`src/rtl/i2c_pt_pkg.sv`:
```
package i2c_pt_pkg;

   typedef enum logic [2:0] {
      ST_IDLE,
      ST_RX,
      ST_ACK,
      ST_TX,
      ST_MACK
   } pt_state_e;

   typedef enum logic [1:0] {
      PH_ADDR,
      PH_CMD,
      PH_WDATA
   } pt_phase_e;

endpackage

```
`src/rtl/i2c_pt_sync.sv`:
```
module i2c_pt_sync #(
   parameter int STAGES   = 2,
   parameter int FILT_CYC = 0
) (
   input  logic clk,
   input  logic rst_n,
   input  logic d,
   output logic q
);

   initial begin
      if (STAGES < 2) $error("i2c_pt_sync: STAGES must be at least 2");
      if (FILT_CYC < 0) $error("i2c_pt_sync: FILT_CYC must not be negative");
   end

   logic [STAGES-1:0] chain;

   always_ff @(posedge clk or negedge rst_n) begin
      if (!rst_n) chain <= '1;
      else        chain <= {chain[STAGES-2:0], d};
   end

   generate
      if (FILT_CYC == 0) begin : g_direct
         assign q = chain[STAGES-1];
      end else begin : g_filter
         localparam int FC_W = $clog2(FILT_CYC + 1);
         localparam logic [FC_W-1:0] FC_LIM = FC_W'(FILT_CYC);
         logic [FC_W-1:0] cnt;
         logic            lvl;
         always_ff @(posedge clk or negedge rst_n) begin
            if (!rst_n) begin
               cnt <= '0;
               lvl <= 1'b1;
            end else if (chain[STAGES-1] == lvl) begin
               cnt <= '0;
            end else if (cnt == FC_LIM) begin
               lvl <= chain[STAGES-1];
               cnt <= '0;
            end else begin
               cnt <= cnt + 1'b1;
            end
         end
         assign q = lvl;
      end
   endgenerate

endmodule

```
`src/rtl/i2c_pt_cond.sv`:
```
module i2c_pt_cond (
   input  logic clk,
   input  logic rst_n,
   input  logic scl_s,
   input  logic sda_s,
   output logic scl_rise,
   output logic scl_fall,
   output logic start_det,
   output logic stop_det
);

   logic scl_q, sda_q;

   always_ff @(posedge clk or negedge rst_n) begin
      if (!rst_n) begin
         scl_q <= 1'b1;
         sda_q <= 1'b1;
      end else begin
         scl_q <= scl_s;
         sda_q <= sda_s;
      end
   end

   assign scl_rise  = scl_s & ~scl_q;
   assign scl_fall  = ~scl_s & scl_q;
   assign start_det = scl_s & scl_q & sda_q & ~sda_s;
   assign stop_det  = scl_s & scl_q & ~sda_q & sda_s;

endmodule

```
`src/rtl/i2c_pt_ptr.sv`:
```
module i2c_pt_ptr #(
   parameter int IDX_W = 3
) (
   input  logic             clk,
   input  logic             rst_n,
   input  logic             load,
   input  logic [IDX_W-1:0] load_val,
   input  logic             adv,
   output logic [IDX_W-1:0] ptr
);

   localparam logic [IDX_W-1:0] PAIR_BIT = IDX_W'(1);

   always_ff @(posedge clk or negedge rst_n) begin
      if (!rst_n)    ptr <= '0;
      else if (load) ptr <= load_val;
      else if (adv)  ptr <= ptr ^ PAIR_BIT;
   end

endmodule

```
`src/rtl/i2c_pair_target.sv`:
```
module i2c_pair_target
   import i2c_pt_pkg::*;
#(
   parameter int               ADDR_HI_W   = 4,
   parameter logic [ADDR_HI_W-1:0] ADDR_HI = 4'b0100,
   parameter int               STRAP_W     = 3,
   parameter int               DATA_W      = 8,
   parameter int               IDX_W       = 3,
   parameter int               SYNC_STAGES = 2,
   parameter int               FILT_CYC    = 0
) (
   input  logic              clk,
   input  logic              rst_n,
   input  logic              scl_in,
   input  logic              sda_in,
   input  logic [STRAP_W-1:0] addr_strap,
   output logic              sda_pull,
   output logic [IDX_W-1:0]  reg_idx,
   output logic              reg_wr_en,
   output logic [DATA_W-1:0] reg_wr_data,
   input  logic [DATA_W-1:0] reg_rd_data
);

   localparam int ADDR_W = ADDR_HI_W + STRAP_W;
   localparam int CNT_W  = $clog2(DATA_W + 1);
   localparam logic [CNT_W-1:0] BYTE_CNT = CNT_W'(DATA_W);
   localparam logic [CNT_W-1:0] LAST_BIT = CNT_W'(DATA_W - 1);

   initial begin
      if (ADDR_W != 7)         $error("i2c_pair_target: address must be 7 bits");
      if (DATA_W < ADDR_W + 1) $error("i2c_pair_target: DATA_W too small for address byte");
      if (IDX_W < 1 || IDX_W > DATA_W) $error("i2c_pair_target: IDX_W out of range");
   end

   // line conditioning
   logic scl_s, sda_s;
   logic scl_rise, scl_fall, start_det, stop_det;

   i2c_pt_sync #(.STAGES(SYNC_STAGES), .FILT_CYC(FILT_CYC)) u_scl_sync (
      .clk(clk), .rst_n(rst_n), .d(scl_in), .q(scl_s));

   i2c_pt_sync #(.STAGES(SYNC_STAGES), .FILT_CYC(FILT_CYC)) u_sda_sync (
      .clk(clk), .rst_n(rst_n), .d(sda_in), .q(sda_s));

   i2c_pt_cond u_cond (
      .clk(clk), .rst_n(rst_n), .scl_s(scl_s), .sda_s(sda_s),
      .scl_rise(scl_rise), .scl_fall(scl_fall),
      .start_det(start_det), .stop_det(stop_det));

   // pointer
   logic             ptr_load, rd_adv, ptr_adv;
   logic [IDX_W-1:0] cmd_val;

   assign ptr_adv = reg_wr_en | rd_adv;

   i2c_pt_ptr #(.IDX_W(IDX_W)) u_ptr (
      .clk(clk), .rst_n(rst_n), .load(ptr_load), .load_val(cmd_val),
      .adv(ptr_adv), .ptr(reg_idx));

   // transaction engine
   pt_state_e         state;
   pt_phase_e         phase;
   logic [CNT_W-1:0]  bit_cnt;
   logic [DATA_W-1:0] shreg;
   logic [DATA_W-1:0] tx_sh;
   logic              is_read;
   logic              mack_ok;
   logic              addr_hit;

   assign addr_hit = (shreg[ADDR_W:1] == {ADDR_HI, addr_strap});

   always_ff @(posedge clk or negedge rst_n) begin
      if (!rst_n) begin
         state       <= ST_IDLE;
         phase       <= PH_ADDR;
         bit_cnt     <= '0;
         shreg       <= '0;
         tx_sh       <= '0;
         is_read     <= 1'b0;
         mack_ok     <= 1'b0;
         sda_pull    <= 1'b0;
         reg_wr_en   <= 1'b0;
         reg_wr_data <= '0;
         ptr_load    <= 1'b0;
         cmd_val     <= '0;
         rd_adv      <= 1'b0;
      end else begin
         reg_wr_en <= 1'b0;
         ptr_load  <= 1'b0;
         rd_adv    <= 1'b0;
         if (stop_det) begin
            state    <= ST_IDLE;
            sda_pull <= 1'b0;
         end else if (start_det) begin
            state    <= ST_RX;
            phase    <= PH_ADDR;
            bit_cnt  <= '0;
            is_read  <= 1'b0;
            sda_pull <= 1'b0;
         end else begin
            unique case (state)
               ST_IDLE: ;
               ST_RX: begin
                  if (scl_rise && bit_cnt != BYTE_CNT) begin
                     shreg   <= {shreg[DATA_W-2:0], sda_s};
                     bit_cnt <= bit_cnt + 1'b1;
                  end else if (scl_fall && bit_cnt == BYTE_CNT) begin
                     if (phase == PH_ADDR && !addr_hit) begin
                        state <= ST_IDLE;
                     end else begin
                        state    <= ST_ACK;
                        sda_pull <= 1'b1;
                        if (phase == PH_ADDR) is_read <= shreg[0];
                     end
                  end
               end
               ST_ACK: begin
                  if (scl_fall) begin
                     bit_cnt  <= '0;
                     sda_pull <= 1'b0;
                     case (phase)
                        PH_ADDR: begin
                           if (is_read) begin
                              state    <= ST_TX;
                              tx_sh    <= reg_rd_data;
                              sda_pull <= ~reg_rd_data[DATA_W-1];
                           end else begin
                              state <= ST_RX;
                              phase <= PH_CMD;
                           end
                        end
                        PH_CMD: begin
                           ptr_load <= 1'b1;
                           cmd_val  <= shreg[IDX_W-1:0];
                           phase    <= PH_WDATA;
                           state    <= ST_RX;
                        end
                        PH_WDATA: begin
                           reg_wr_en   <= 1'b1;
                           reg_wr_data <= shreg;
                           state       <= ST_RX;
                        end
                        default: state <= ST_IDLE;
                     endcase
                  end
               end
               ST_TX: begin
                  if (scl_fall) begin
                     if (bit_cnt == LAST_BIT) begin
                        state    <= ST_MACK;
                        sda_pull <= 1'b0;
                        rd_adv   <= 1'b1;
                     end else begin
                        bit_cnt  <= bit_cnt + 1'b1;
                        tx_sh    <= tx_sh << 1;
                        sda_pull <= ~tx_sh[DATA_W-2];
                     end
                  end
               end
               ST_MACK: begin
                  if (scl_rise) mack_ok <= ~sda_s;
                  if (scl_fall) begin
                     if (mack_ok) begin
                        state    <= ST_TX;
                        bit_cnt  <= '0;
                        tx_sh    <= reg_rd_data;
                        sda_pull <= ~reg_rd_data[DATA_W-1];
                     end else begin
                        state <= ST_IDLE;
                     end
                  end
               end
               default: state <= ST_IDLE;
            endcase
         end
      end
   end

endmodule

```
`config.mk`:
```
export PLATFORM = sky130hd
export DESIGN_NAME = i2c_pair_target
export DESIGN_NICKNAME = d
export VERILOG_FILES = /design/src/rtl/i2c_pt_pkg.sv /design/src/rtl/i2c_pt_sync.sv /design/src/rtl/i2c_pt_cond.sv /design/src/rtl/i2c_pt_ptr.sv /design/src/rtl/i2c_pair_target.sv
export SDC_FILE = /design/constraint.sdc
export NUM_CORES = 1
export LEC_CHECK = 0
export BUFFER_PORTS_ARGS = -buffer_cell sky130_fd_sc_hd__clkbuf_2
export CORE_MARGIN = 2
export CORE_UTILIZATION = 45
export CTS_CLUSTER_SIZE = 28
export DETAILED_ROUTE_END_ITERATION = 6
export GPL_TIMING_DRIVEN = 1
export SLEW_MARGIN = 30
export SYNTH_ARGS = -nofsm -noshare
export SYNTH_HDL_FRONTEND = slang
export SYNTH_SLANG_ARGS = --single-unit
```
`constraint.sdc`:
```
create_clock -name clk -period 2.3 [get_ports clk]
set_clock_uncertainty 0.1 [all_clocks]
set_input_delay 0.46 -clock clk [delete_from_list [all_inputs] [get_ports clk]]
set_output_delay 0.46 -clock clk [all_outputs]
set_load 0.02 [all_outputs]
```
Word-level counts from Yosys, hierarchy flattened
Index checks and enable logic that the tools add are counted.
{ "totals": {"register_bits": 50, "in_bits": 15} }
{ "classes": {"bitwise_logic": 17, "mux": 70, "eq_ne": 35, "n_addsub": 1, "n_reduce_logical": 27} }
{ "op_table": {"columns": ["cell", "count"], "rows": [
  ["$mux W7", 7],
  ["$ne A4 B4 Y1 const B", 9],
  ["$mux W1", 34],
  ["$mux W4", 7],
  ["$mux W3", 9],
  ["$ne A3 B3 Y1 const B", 8],
  ["$pmux W7 S3", 1],
  ["$ne A2 B2 Y1 const B", 9],
  ["$pmux W4 S4", 1],
  ["$reduce_and A8 Y1", 2],
  ["$pmux W3 S5", 1],
  ["$reduce_and A5 Y1", 3],
  ["$mux W2", 7],
  ["$reduce_bool A2 Y1", 6],
  ["$reduce_and A10 Y1", 1],
  ["$not A1 Y1", 9],
  ["$reduce_and A4 Y1", 2],
  ["$and A1 B1 Y1", 7],
  ["$eq A7 B6 Y1", 1],
  ["$reduce_and A7 Y1", 1],
  ["$eq A3 B2 Y1 const B", 2],
  ["$pmux W3 S2", 1],
  ["$reduce_and A6 Y1", 1],
  ["$reduce_bool A3 Y1", 2],
  ["other kinds (17)", 19]
]} }

Depth between registers and ports, before layout
{ "depth": {"ltp_word": 9, "mapped_depth": 8, "depth_no_buf": 7} }

Hierarchy
Synthesis repeated with hierarchy kept, for this count alone.
{ "unflattened": {"hier_cells": 215, "area_unflattened_um2": 2408.6} }
{ "by_module_without_submodules": {"columns": ["module", "area_each_um2", "cells_per_inst", "n_inst"], "rows": [
  ["i2c_pair_target", 2103.3, 197, 1],
  ["i2c_pt_ptr", 115.1, 8, 1],
  ["i2c_pt_sync", 52.6, 2, 2],
  ["i2c_pt_cond", 85.1, 6, 1]
]} }

Worst setup path after synthesis
Ideal clock, no wire load.
{ "synth_path": {"path_type": "register to register", "startpoint": "reg bit_cnt[0]", "endpoint": "reg bit_cnt[2]", "t_arrival_ps": 1685, "setup_slack_ps": 394, "path_stages_with_launch": 9, "synth_period_minus_slack_ps": 1906, "setup_ps": 122, "required_time_ps": 2078, "cell_sequence": "dfrtp_1 inv_1 ha_1 and3b_1 buf_2 o21a_1 a211oi_4 o21ai_1 a32o_1"} }
{ "synth_between": {"elab_chain_cells": 5, "elab_cells_between_ends": 12, "classes_between": "add/sub (1); eq/ne (4); mux (5); reduce/logical (2)"} }
{ "synth_rtl": {"columns": ["element", "line_no", "rtl"], "rows": [
  ["start, declared", "i2c_pair_target.sv:63", "logic [CNT_W-1:0] bit_cnt;"],
  ["start signal, assigned", "i2c_pair_target.sv:106", "bit_cnt <= bit_cnt + 1'b1;"],
  ["start signal, assigned", "i2c_pair_target.sv:154", "bit_cnt <= bit_cnt + 1'b1;"],
  ["$add A4 B1 Y4", "i2c_pair_target.sv:106, i2c_pair_target.sv:154", null],
  ["$mux W4", "i2c_pair_target.sv:149", "if (bit_cnt == LAST_BIT) begin"],
  ["$mux W4", "i2c_pair_target.sv:148", "if (scl_fall) begin"],
  ["$pmux W4 S4", "i2c_pair_target.sv:101", "unique case (state)"],
  ["$mux W4", "i2c_pair_target.sv:94", "end else if (start_det) begin"]
]} }
Several ways; a longest one is shown, not always the timed one. The select of a mux whose other input is x is not followed.
A chain may end at the register's enable or synchronous reset.

Final worst setup path
Ends and elaborated chain as after synthesis.

==> results.toml <==
[critical_path]
critPathMaxFanout = 7
r2r_start = "bit_cnt[0]$_DFFE_PN0P_"
cp_cell_sequence = "ha_1 > and3b_1 > and3_1 > a211oi_4 > o21ai_1 > a32o_1"
path_class = "reg -> reg"
worstSetupEndpointType = "register"
critical_path.startpoint = "bit_cnt[0]$_DFFE_PN0P_"
startpoint_type = "register"
slowest_delay_ps = 430
cp.arrival_ps = 2150
worst_path_max_delay_cell = "dfrtp_1"
cp.required_ps = 2400

[grt]
grt.overflow.total = 0
antenna_found_initial = 0
grtUsageTotal_pct = 17.2
grt_pass1_wl_um = 8010
grt_max_degree = 34
grt_pass1_vias = 1662

[synth]
synthFlopType = "dfrtp_1"
syn-instance-count = 210
synth_compound_area_share_pct = 12.4
synth_edf_count = 0
synthAdderAreaFrac_pct = 1.05
yosysWarnings = 0
muxShareOfSynthArea_pct = 13.2
synthDistinctLibCells = 46
avgSynthCellArea_um2 = 11.4
synth_fp_nets = 227
synth_top_family_by_area = "simple AND/OR/NAND/NOR gates"
async_reset_ff_share_pct = 100
synth_xor_area_share_pct = 1.83
synth-simple-area-share_pct = 16.1
synth-seq-cells = 50
synth_area_mm2 = 0.00239
synth-seq-area-share_pct = 52.7

[cells_and_area]
syn_to_final_growth_pct = 15.1
final_layout_size_suffix_gt1_share_pct = 30.9
multi_input_area_mm2 = 0.00107
num-nets-final = 262
n_antenna_cell = 0
nFillCells = 476
area.sequential_mm2 = 0.00126

[routing]
first_pass_iters = 4
ant_nets = 0
drtIter0Drc = 135
route.vias.total = 1683
remaining_drc_errors = 0
via_per_inst = 5.33
wl_per_cell_um = 14.6
totalWireLength_um = 4600

[placed_design]
port_buffers = 27
pre_cts_slack_ps = 265
gp_congestion = 0.953
place_hpwl_um = 3370

[sta]
rsz0062_at_grt = "false"
max_freq_mhz = 488
tightest_slew_ps = 543
period_needed_ps = 2050
slew_headroom_pct = 63.8
holdWs_ps = 23.2
tns_ps = 0
layout_worst_path_cycle_share_pct = 89.1
finalHoldViolations = 0
setup_ws_ps = 250
slew_violations = 0
setup_viol = 0

[floorplan]
initial_utilization_pct = 46.8
io_pins = 28
dieArea_mm2 = 0.00591
rows = 26
coreArea_mm2 = 0.00511
die_x_um = 76.9
die_h_um = 76.9

[power_and_ir_drop]
p_leak_uw = 0.00129
p_seq_share_pct = 53.7
power_density_mw_per_mm2 = 774
finalPower_uw = 2130
switching_power_uw = 599
p_sw_share_pct = 28.2
p_clk_share_pct = 28.9
combPwrFrac_pct = 17.4
p_int_uw = 1530
vdd_drop_max_mv = 0.421

[clocking]
clk_pin_slew_ps = 90
clock_sinks = 50
clk_latency_ps = 300
cts_setup_buffers = 0
hold_buffers = 0
root_buffer = "clkbuf_8"
tritoncts.num_buffers = 5
cts_tree = "yes"
cts_resized = 0
cts.path.max_buffers = 2
h-tree-depth = 2

[flow_run]
maxCapViolCount = 0

[status]
status = "finished clean"

[worst_hold_path]
hp-class = "in -> async"
==> flip-flops by register name, indices dropped and copies added (netlist names) <==
name,flops
state,3
reg_wr_en,1
reg_wr_data,8
cmd_val,3
bit_cnt,4
u_cond.scl_q,1
is_read,1
ptr_load,1
u_ptr.ptr,3
u_cond.sda_q,1
phase,2
sda_pull,1
shreg,8
u_sda_sync.chain,2
rd_adv,1
u_scl_sync.chain,2
tx_sh,7
mack_ok,1
==> final timing paths <==
kind	endpoint	slack, ps	depth (start not counted)
max	bit_cnt[2]$_DFFE_PN0P_	250	6
min in group clk	u_scl_sync.chain[0]$_DFF_PN1_	130	1
min	bit_cnt[1]$_DFFE_PN0P_	20	1
max in group asynchronous	u_scl_sync.chain[1]$_DFF_PN1_	1440	2
max reg2reg	bit_cnt[2]$_DFFE_PN0P_	250	6
min reg2reg	u_scl_sync.chain[1]$_DFF_PN1_	260	0
==> worst max-delay path: cells and delay by family (launching register included) <==
family	cells	cell delay, ps
compound gates	3	710
fa+ha+maj	1	260
flops	1	430
simple gates	2	430
==> cell families (layout without fill, tap and decap cells) <==
family | after synthesis | count (layout)
compound gates | 43 | 43
xor+xnor | 5 | 5
fa+ha+maj | 2 | 2
buf+inv | 12 | 48
flops | 50 | 50
mux | 29 | 29
simple gates | 69 | 69
==> through the flow <==
| stage | utilization (%) | area, um^2 | instances |
|---|---|---|---|
| after floorplan | - | 2390 | 210 |
| after global placement | 51.7 | 2640 | 308 |
| after detailed placement | 51.7 | 2640 | 308 |
| after CTS | 53.8 | 2750 | 316 |
| after global routing | 53.8 | 2750 | 316 |
| final | 53.8 | 2750 | 316 |
==> synthesized netlist by cell type (all sizes together) (3+ instances only) <==
master	count	area share, %
mux2	21	9.9
a211oi	3	1.5
nand3	6	1.3
mux2i	8	3.4
dfstp	6	6.6
buf	6	1.7
xnor2	4	1.5
nor2b	3	0.79
nand2	15	2.4
nor2	18	2.8
a21oi	16	3.4
inv	5	0.79
o21ai	8	1.7
nand2b	6	1.6
nor3b	4	1.9
o31ai	3	0.94
dfrtp	44	46
==> cells in the final DEF (no fill, tap or decap), types with 2 or more instances in the layout <==
cell,instances
ha_1,2
nand3b_1,2
nor2_1,18
dfstp_2,6
inv_1,5
buf_4,7
nand4_1,2
a21oi_1,16
o21ai_0,7
nor4b_1,2
a21o_1,2
a211oi_1,2
mux2_2,21
and2b_1,2
clkbuf_2,27
nor3b_2,3
a22oi_1,2
nand2_1,15
nor2b_1,3
dfrtp_1,44
xnor2_1,4
nand2b_1,6
o31ai_1,3
and3b_1,2
mux2i_1,8
or2_2,2
nand3_1,6
a31oi_1,2
clkbuf_8,5
==> power by group through the flow <==
stage	combinational [uW]	sequential [uW]	clock, uW
after CTS	375	1140	636
after detailed placement	374	1160	0
after global placement	365	1160	0
after global routing	420	1170	675
after floorplan	291	1110	0
final	370	1140	615
==> layout make-up <==
| cell class | count | area share, % |
|---|---|---|
| tap | 70 | 3.18 |
| clock inverter | 2 | 1.36 |
| timing repair buffer | 35 | 7.55 |
| sequential | 50 | 45.8 |
| inverter | 5 | 0.682 |
| clock buffer | 6 | 2.64 |
| multi-input combinational | 148 | 38.8 |
==> per-layer routing <==
metal  vias up  global-route usage, %  share of wire, %
met5         -                      0                 0
met4         0                   7.45               1.7
met3         5                   3.88               3.3
met2        27                   26.0                48
met1       830                   23.8                47
li1        821                      -                 -
Note: power is estimated with default switching activity, not from simulation.
